===== config.mk =====
export PLATFORM = sky130hd
export DESIGN_NAME = pair_skew_detector
export DESIGN_NICKNAME = d
export VERILOG_FILES = /design/src/rtl/skew_pkg.sv /design/src/rtl/skew_ctrl.sv /design/src/rtl/skew_datapath.sv /design/src/rtl/pair_skew_detector.sv
export SDC_FILE = /design/constraint.sdc
export NUM_CORES = 1
export LEC_CHECK = 0
export BUFFER_PORTS_ARGS = -buffer_cell sky130_fd_sc_hd__buf_2
export CAP_MARGIN = 15
export CORE_UTILIZATION = 37
export CTS_CLUSTER_DIAMETER = 80
export DETAILED_ROUTE_END_ITERATION = 8
export PLACE_DENSITY = 0.66
export SYNTH_ARGS = -nofsm -noshare
export SYNTH_HDL_FRONTEND = slang
export SYNTH_HIERARCHICAL = 1
export SYNTH_SLANG_ARGS = --single-unit

===== constraint.sdc =====
create_clock -name clk -period 3.6 [get_ports clk]
set_input_delay 0.72 -clock clk [delete_from_list [all_inputs] [get_ports clk]]
set_output_delay 0.72 -clock clk [all_outputs]
set_load 0.01 [all_outputs]

===== src/rtl/skew_pkg.sv =====
package skew_pkg;

  localparam int NUM_PAIRS = 3;

  typedef enum logic [1:0] {
    PAIR_IDLE        = 2'd0,
    PAIR_LEAD_FIRST  = 2'd1,
    PAIR_LEAD_SECOND = 2'd2
  } pairState_t;

  // strobes from the control FSMs to the datapath, one set per pair
  typedef struct packed {
    logic load;    // start span count at 1
    logic step;    // span count + 1
    logic fire;    // copy span into replay counter
    logic fireUp;  // sign of the replayed pulse
  } pairStrobe_t;

endpackage


===== src/rtl/skew_ctrl.sv =====
module skew_ctrl
  import skew_pkg::*;
(
  input  logic                         clk,
  input  logic                         rstN,
  input  logic [NUM_PAIRS-1:0]         slices,
  input  logic [NUM_PAIRS-1:0]         spanFull,
  input  logic [NUM_PAIRS-1:0]         replayBusy,
  output pairStrobe_t [NUM_PAIRS-1:0]  strobe
);

  logic [NUM_PAIRS-1:0] prevSlices;
  logic [NUM_PAIRS-1:0] rises;

  always_ff @(posedge clk or negedge rstN) begin
    if (!rstN) prevSlices <= '0;
    else       prevSlices <= slices;
  end

  assign rises = slices & ~prevSlices;

  for (genvar i = 0; i < NUM_PAIRS; i++) begin : g_pair
    localparam int PARTNER = (i + 1) % NUM_PAIRS;

    pairState_t  state, stateNext;
    pairStrobe_t st;
    logic firstLvl, secondLvl, firstRise, secondRise;

    assign firstLvl   = slices[i];
    assign secondLvl  = slices[PARTNER];
    assign firstRise  = rises[i];
    assign secondRise = rises[PARTNER];

    always_comb begin
      stateNext = state;
      st        = '0;
      unique case (state)
        PAIR_IDLE: begin
          if (!replayBusy[i]) begin
            if (firstRise && !secondLvl) begin
              stateNext = PAIR_LEAD_FIRST;
              st.load   = 1'b1;
            end else if (secondRise && !firstLvl) begin
              stateNext = PAIR_LEAD_SECOND;
              st.load   = 1'b1;
            end
          end
        end
        PAIR_LEAD_FIRST: begin
          if (!firstLvl) begin
            stateNext = PAIR_IDLE;            // leader dropped: no overlap
          end else if (secondLvl) begin
            stateNext = PAIR_IDLE;
            st.fire   = 1'b1;
            st.fireUp = 1'b1;
          end else if (spanFull[i]) begin
            stateNext = PAIR_IDLE;            // lag beyond range
          end else begin
            st.step = 1'b1;
          end
        end
        PAIR_LEAD_SECOND: begin
          if (!secondLvl) begin
            stateNext = PAIR_IDLE;
          end else if (firstLvl) begin
            stateNext = PAIR_IDLE;
            st.fire   = 1'b1;
            st.fireUp = 1'b0;
          end else if (spanFull[i]) begin
            stateNext = PAIR_IDLE;
          end else begin
            st.step = 1'b1;
          end
        end
        default: stateNext = PAIR_IDLE;
      endcase
    end

    always_ff @(posedge clk or negedge rstN) begin
      if (!rstN) state <= PAIR_IDLE;
      else       state <= stateNext;
    end

    assign strobe[i] = st;
  end

endmodule


===== src/rtl/skew_datapath.sv =====
module skew_datapath
  import skew_pkg::*;
#(
  parameter int MAX_SPAN = 12,
  parameter int ACC_W    = 16
) (
  input  logic                          clk,
  input  logic                          rstN,
  input  pairStrobe_t [NUM_PAIRS-1:0]   strobe,
  input  logic [NUM_PAIRS-1:0]          accClear,
  output logic [NUM_PAIRS-1:0]          spanFull,
  output logic [NUM_PAIRS-1:0]          replayBusy,
  output logic [NUM_PAIRS-1:0]          pulseUp,
  output logic [NUM_PAIRS-1:0]          pulseDown,
  output logic [NUM_PAIRS*ACC_W-1:0]    accFlat
);

  localparam int SPAN_W = $clog2(MAX_SPAN + 1);
  localparam logic [SPAN_W-1:0] SPAN_LIMIT = SPAN_W'(MAX_SPAN);
  localparam logic signed [ACC_W-1:0] ACC_MAX = {1'b0, {(ACC_W-1){1'b1}}};
  localparam logic signed [ACC_W-1:0] ACC_MIN = {1'b1, {(ACC_W-1){1'b0}}};

  for (genvar i = 0; i < NUM_PAIRS; i++) begin : g_lane
    logic [SPAN_W-1:0]       span;
    logic [SPAN_W-1:0]       replayCnt;
    logic                    replaySign;
    logic signed [ACC_W-1:0] acc;
    logic                    busy, up, down;

    assign busy = (replayCnt != '0);
    assign up   = busy &  replaySign;
    assign down = busy & ~replaySign;

    // span counter: cycles since the leading rise
    always_ff @(posedge clk or negedge rstN) begin
      if (!rstN)               span <= '0;
      else if (strobe[i].load) span <= SPAN_W'(1);
      else if (strobe[i].step) span <= span + SPAN_W'(1);
    end

    // replay counter: emits the confirmed span as a pulse run
    always_ff @(posedge clk or negedge rstN) begin
      if (!rstN) begin
        replayCnt  <= '0;
        replaySign <= 1'b0;
      end else if (strobe[i].fire) begin
        replayCnt  <= span;
        replaySign <= strobe[i].fireUp;
      end else if (busy) begin
        replayCnt  <= replayCnt - SPAN_W'(1);
      end
    end

    // saturating integrator
    always_ff @(posedge clk or negedge rstN) begin
      if (!rstN)                      acc <= '0;
      else if (accClear[i])           acc <= '0;
      else if (up && acc != ACC_MAX)  acc <= acc + ACC_W'(1);
      else if (down && acc != ACC_MIN) acc <= acc - ACC_W'(1);
    end

    assign spanFull[i]   = (span == SPAN_LIMIT);
    assign replayBusy[i] = busy;
    assign pulseUp[i]    = up;
    assign pulseDown[i]  = down;
    assign accFlat[i*ACC_W +: ACC_W] = acc;
  end

endmodule


===== src/rtl/pair_skew_detector.sv =====
module pair_skew_detector
  import skew_pkg::*;
#(
  parameter int MAX_SPAN = 12,
  parameter int ACC_W    = 16
) (
  input  logic             clk,
  input  logic             rstN,
  input  logic             sliceR,
  input  logic             sliceG,
  input  logic             sliceB,
  input  logic [2:0]       accClear,
  output logic [1:0]       pulseRG,
  output logic [1:0]       pulseGB,
  output logic [1:0]       pulseBR,
  output logic [ACC_W-1:0] accRG,
  output logic [ACC_W-1:0] accGB,
  output logic [ACC_W-1:0] accBR
);

  pairStrobe_t [NUM_PAIRS-1:0] strobe;
  logic [NUM_PAIRS-1:0]        spanFull, replayBusy, pulseUp, pulseDown;
  logic [NUM_PAIRS*ACC_W-1:0]  accFlat;

  skew_ctrl u_ctrl (
    .clk        (clk),
    .rstN       (rstN),
    .slices     ({sliceB, sliceG, sliceR}),
    .spanFull   (spanFull),
    .replayBusy (replayBusy),
    .strobe     (strobe)
  );

  skew_datapath #(.MAX_SPAN(MAX_SPAN), .ACC_W(ACC_W)) u_dp (
    .clk        (clk),
    .rstN       (rstN),
    .strobe     (strobe),
    .accClear   (accClear),
    .spanFull   (spanFull),
    .replayBusy (replayBusy),
    .pulseUp    (pulseUp),
    .pulseDown  (pulseDown),
    .accFlat    (accFlat)
  );

  assign pulseRG = {pulseUp[0], pulseDown[0]};
  assign pulseGB = {pulseUp[1], pulseDown[1]};
  assign pulseBR = {pulseUp[2], pulseDown[2]};
  assign accRG   = accFlat[0*ACC_W +: ACC_W];
  assign accGB   = accFlat[1*ACC_W +: ACC_W];
  assign accBR   = accFlat[2*ACC_W +: ACC_W];

endmodule


==> out/metrics.csv <==
stage,metric,value,unit
global_route,antenna_found_initial,0,
routing,vias,5845,
placed_design,gp_congestion,0.925,
routing,detail-route-antenna-nets,0,
placed_design,dp_hpwl,11800,µm
sta,hold_violations,0,
setup_path,critical_path.cell_chain,"nand4_1, or4_4, and2_4, inv_1, buf_12, ha_1, and2_1, o211a_1, a211oi_1, or4b_1, o311a_1, nand3b_1",
floorplanning,dieArea,18600,µm²
global_route,grt_pass1_vias,5406,
sta,fin_hold_ws,0.389,ns
logic_synthesis,synth.area.top_cells,"dfrtp_1 (31%), ha_1 (13%), nand2_1 (4.2%), a21oi_1 (3.4%), xnor2_1 (3.3%)",
routing,routedWlPerCell,15.4,µm
logic_synthesis,synth-edff-count,0,
routing,drt_wl_total,16000,µm
cells_and_area,n_antenna_cell,0,
setup_path,path_buf_inv,2,
global_route,track_usage,0.180,
clock_network,cts_tree,yes,
placed_design,io_buffer_count,61,
setup_path,ff2ff_path_depth,12,
run_status,status,"finished, final reports clean",
pwr,leakagePower,3.60,nW
setup_path,start_kind,register,
setup_path,criticalPathCategory,reg -> reg,
setup_path,r2r_slack,0.19,ns
clock_network,insertion_delay,0.35,ns
routing,via_per_inst,5.60,
clock_network,clk_path_buf_depth,2,
logic_synthesis,synth_largest_area_cell,dfrtp_1,
global_route,gr-total-overflow,0,
logic_synthesis,syn_inst,746,
logic_synthesis,synth.distinct_cells,71,
setup_path,cpPeakStageDelay,0.57,ns
clock_network,clk_pin_slew,0.07,ns
flow_run,max_cap_violations,0,
logic_synthesis,ys_seq_area_frac,0.314,
logic_synthesis,syn-num-nets,826,
clock_network,ctsHtreeMaxLevel,3,
setup_path,required,3.87,ns
routing,drc,0,
logic_synthesis,synth_area_per_cell,8.96,µm²
sta,worst_pin_slew,0.946,ns
logic_synthesis,synthFlopType,dfrtp_1,
sta,setup_viol,0,
clock_network,clock-root-buffer,clkbuf_16,
sta,slew_headroom,0.369,
floorplanning,die_w,136,µm
logic_synthesis,ys_warn_count,6,
floorplanning,io_pins,62,
sta,max_freq,0.293,GHz
floorplanning,core_region_area,17500,µm²
worst_hold_path,min_path_type,in -> async,
sta,slew_violations,0,
pwr,power.density,897,nW/µm²
setup_path,cp.depth,12,
sta,post-route-period-util,0.948,
sta,skew,0.00943,ns
cells_and_area,area_growth,14.7,%
cells_and_area,most-common-layout-cells,"dfrtp_1 (84), nand2_1 (75), ha_1 (69)",
logic_synthesis,syn_area,6690,µm²
sta,finalSetupTns,0,ns
setup_path,crit_slowest_cell,or4_4,
logic_synthesis,async_flop_share,1.00,
clock_network,cts_made_buffers,9,
floorplanning,die_y,136,µm
clock_network,cts.sinks,84,
cells_and_area,final_common_cell,dfrtp_1,
sta,rsz0062_at_grt,no,
cells_and_area,fin_nets,894,
setup_path,crit_family,simple AND/OR/NAND/NOR gates,
floorplanning,start_util,0.383,
logic_synthesis,ys_seq_elements,84,
setup_path,worstReg2RegStart,u_dp/g_lane[2].acc[10],
setup_path,arrival,3.69,ns
global_route,grt_pass1_wl,26700,µm
logic_synthesis,synth_top_area_frac,0.314,
cells_and_area,drive_gt1_frac,0.162,
global_route,grt_max_degree,52,
setup_path,worstReg2RegEnd,u_dp/g_lane[2].acc[15],
routing,drt_iter0_drc,330,
pwr,ir_drop,0.000412,V
clock_network,postCtsSetupBuffers,0,
setup_path,crit_path_max_fanout,19,
sta,period_needed,3.41,ns
clock_network,cts.hold.buffers_added,0,
setup_path,cp-end-kind,register,
floorplanning,row_count,48,
routing,first_pass_iters,5,
-- cell families (layout without fill, tap and decap cells) --
family                     Yosys count  after routing  share of synthesized area
and+or+nand+nor                    265            265                      0.219
AOI/OAI and AO/OA                  203            203                      0.209
DFF                                 84             84                      0.314
adders and majority gates           72             72                      0.138
buffers and inverters               69            142                     0.0462
xor gates and xnor gates            40             40                     0.0524
muxes                               13             13                     0.0208
-- power by group --
group	internal, mW	total, mW	switching [mW]
Combinational	1.91	4.23	2.31
Clock	0.555	0.959	0.404
Sequential	1.28	1.69	0.406
Total	3.75	6.87	3.12
-- cell type report --
class | instances | area, µm²
repair buffers | 87 | 515
well taps | 225 | 282
clock buffers | 10 | 239
fillers | 1748 | 9810
multi-input cells | 593 | 4320
clock inverters | 6 | 63.8
flip-flops and latches | 84 | 2100
inverters | 39 | 146
-- how the worst max path moves through the flow --
stage / slack, ns / startpoint / endpoint
6_report: 0.19 / u_dp/g_lane[2].acc[10] / u_dp/g_lane[2].acc[15]
5_1_grt: 0.02 / u_dp/g_lane[2].acc[10] / u_dp/g_lane[2].acc[14]
4_1_cts: 0.11 / u_dp/g_lane[2].acc[10] / u_dp/g_lane[2].acc[15]
3_5_place_dp: 0.13 / u_dp/g_lane[2].acc[10] / u_dp/g_lane[2].acc[15]
3_3_place_gp: 0.18 / u_dp/g_lane[2].acc[10] / u_dp/g_lane[2].acc[15]
2_1_floorplan: 0.15 / u_dp/g_lane[2].acc[15] / u_dp/g_lane[2].acc[15]
-- state kept, by name, summed over array words and instances (netlist names) --
register and count:
u_ctrl/g_pair.state 6, u_ctrl/prevSlices 3, u_dp/g_lane.acc 48, u_dp/g_lane.replayCnt 12, u_dp/g_lane.replaySign 3, u_dp/g_lane.span 12
-- per-stage QoR --
stage	std cells	instance area [µm²]	utilization	total power, mW	setup WS (ns)
final	1044	7660	0.439	6.87	0.187
after global routing	1044	7660	0.439	7.53	0.0191
after CTS	1044	7630	0.436	6.88	0.111
after detailed placement	1028	7330	0.419	5.87	0.128
after global placement	1028	7330	0.419	5.82	0.180
after floorplan	746	6690	-	4.77	0.151
-- synthesized netlist by cell type, types with 8 or more instances --
cell type  count
buf_4         11
or3_1          8
nand2b_1      11
inv_1         39
o31ai_1       10
nand2_1       75
nor3_1        16
a21o_1        26
nor2_1        43
xnor2_1       25
nand3b_1       8
xor2_1        15
ha_1          69
nor3b_1       13
o21ai_0       32
nor4_1        13
a21oi_1       45
a211oi_1      13
clkbuf_1      12
nand4_1       16
nand3_1       11
dfrtp_1       84
o211ai_1      10
-- layer usage --
| layer | part of all wire | GRT usage |
|---|---|---|
| met3 | 0.051 | 0.0410 |
| met1 | 0.47 | 0.243 |
| met2 | 0.47 | 0.288 |
| met5 | 0 | 0 |
| met4 | 0.014 | 0.0500 |
-- repair_timing --
item / 4_1_cts / 5_1_grt
gates resized for setup: 0 / 10
endpoints found under the setup margin: 0 / 15
endpoints found under the hold margin: 0 / 0
Note: power is estimated with default switching activity, not from simulation.
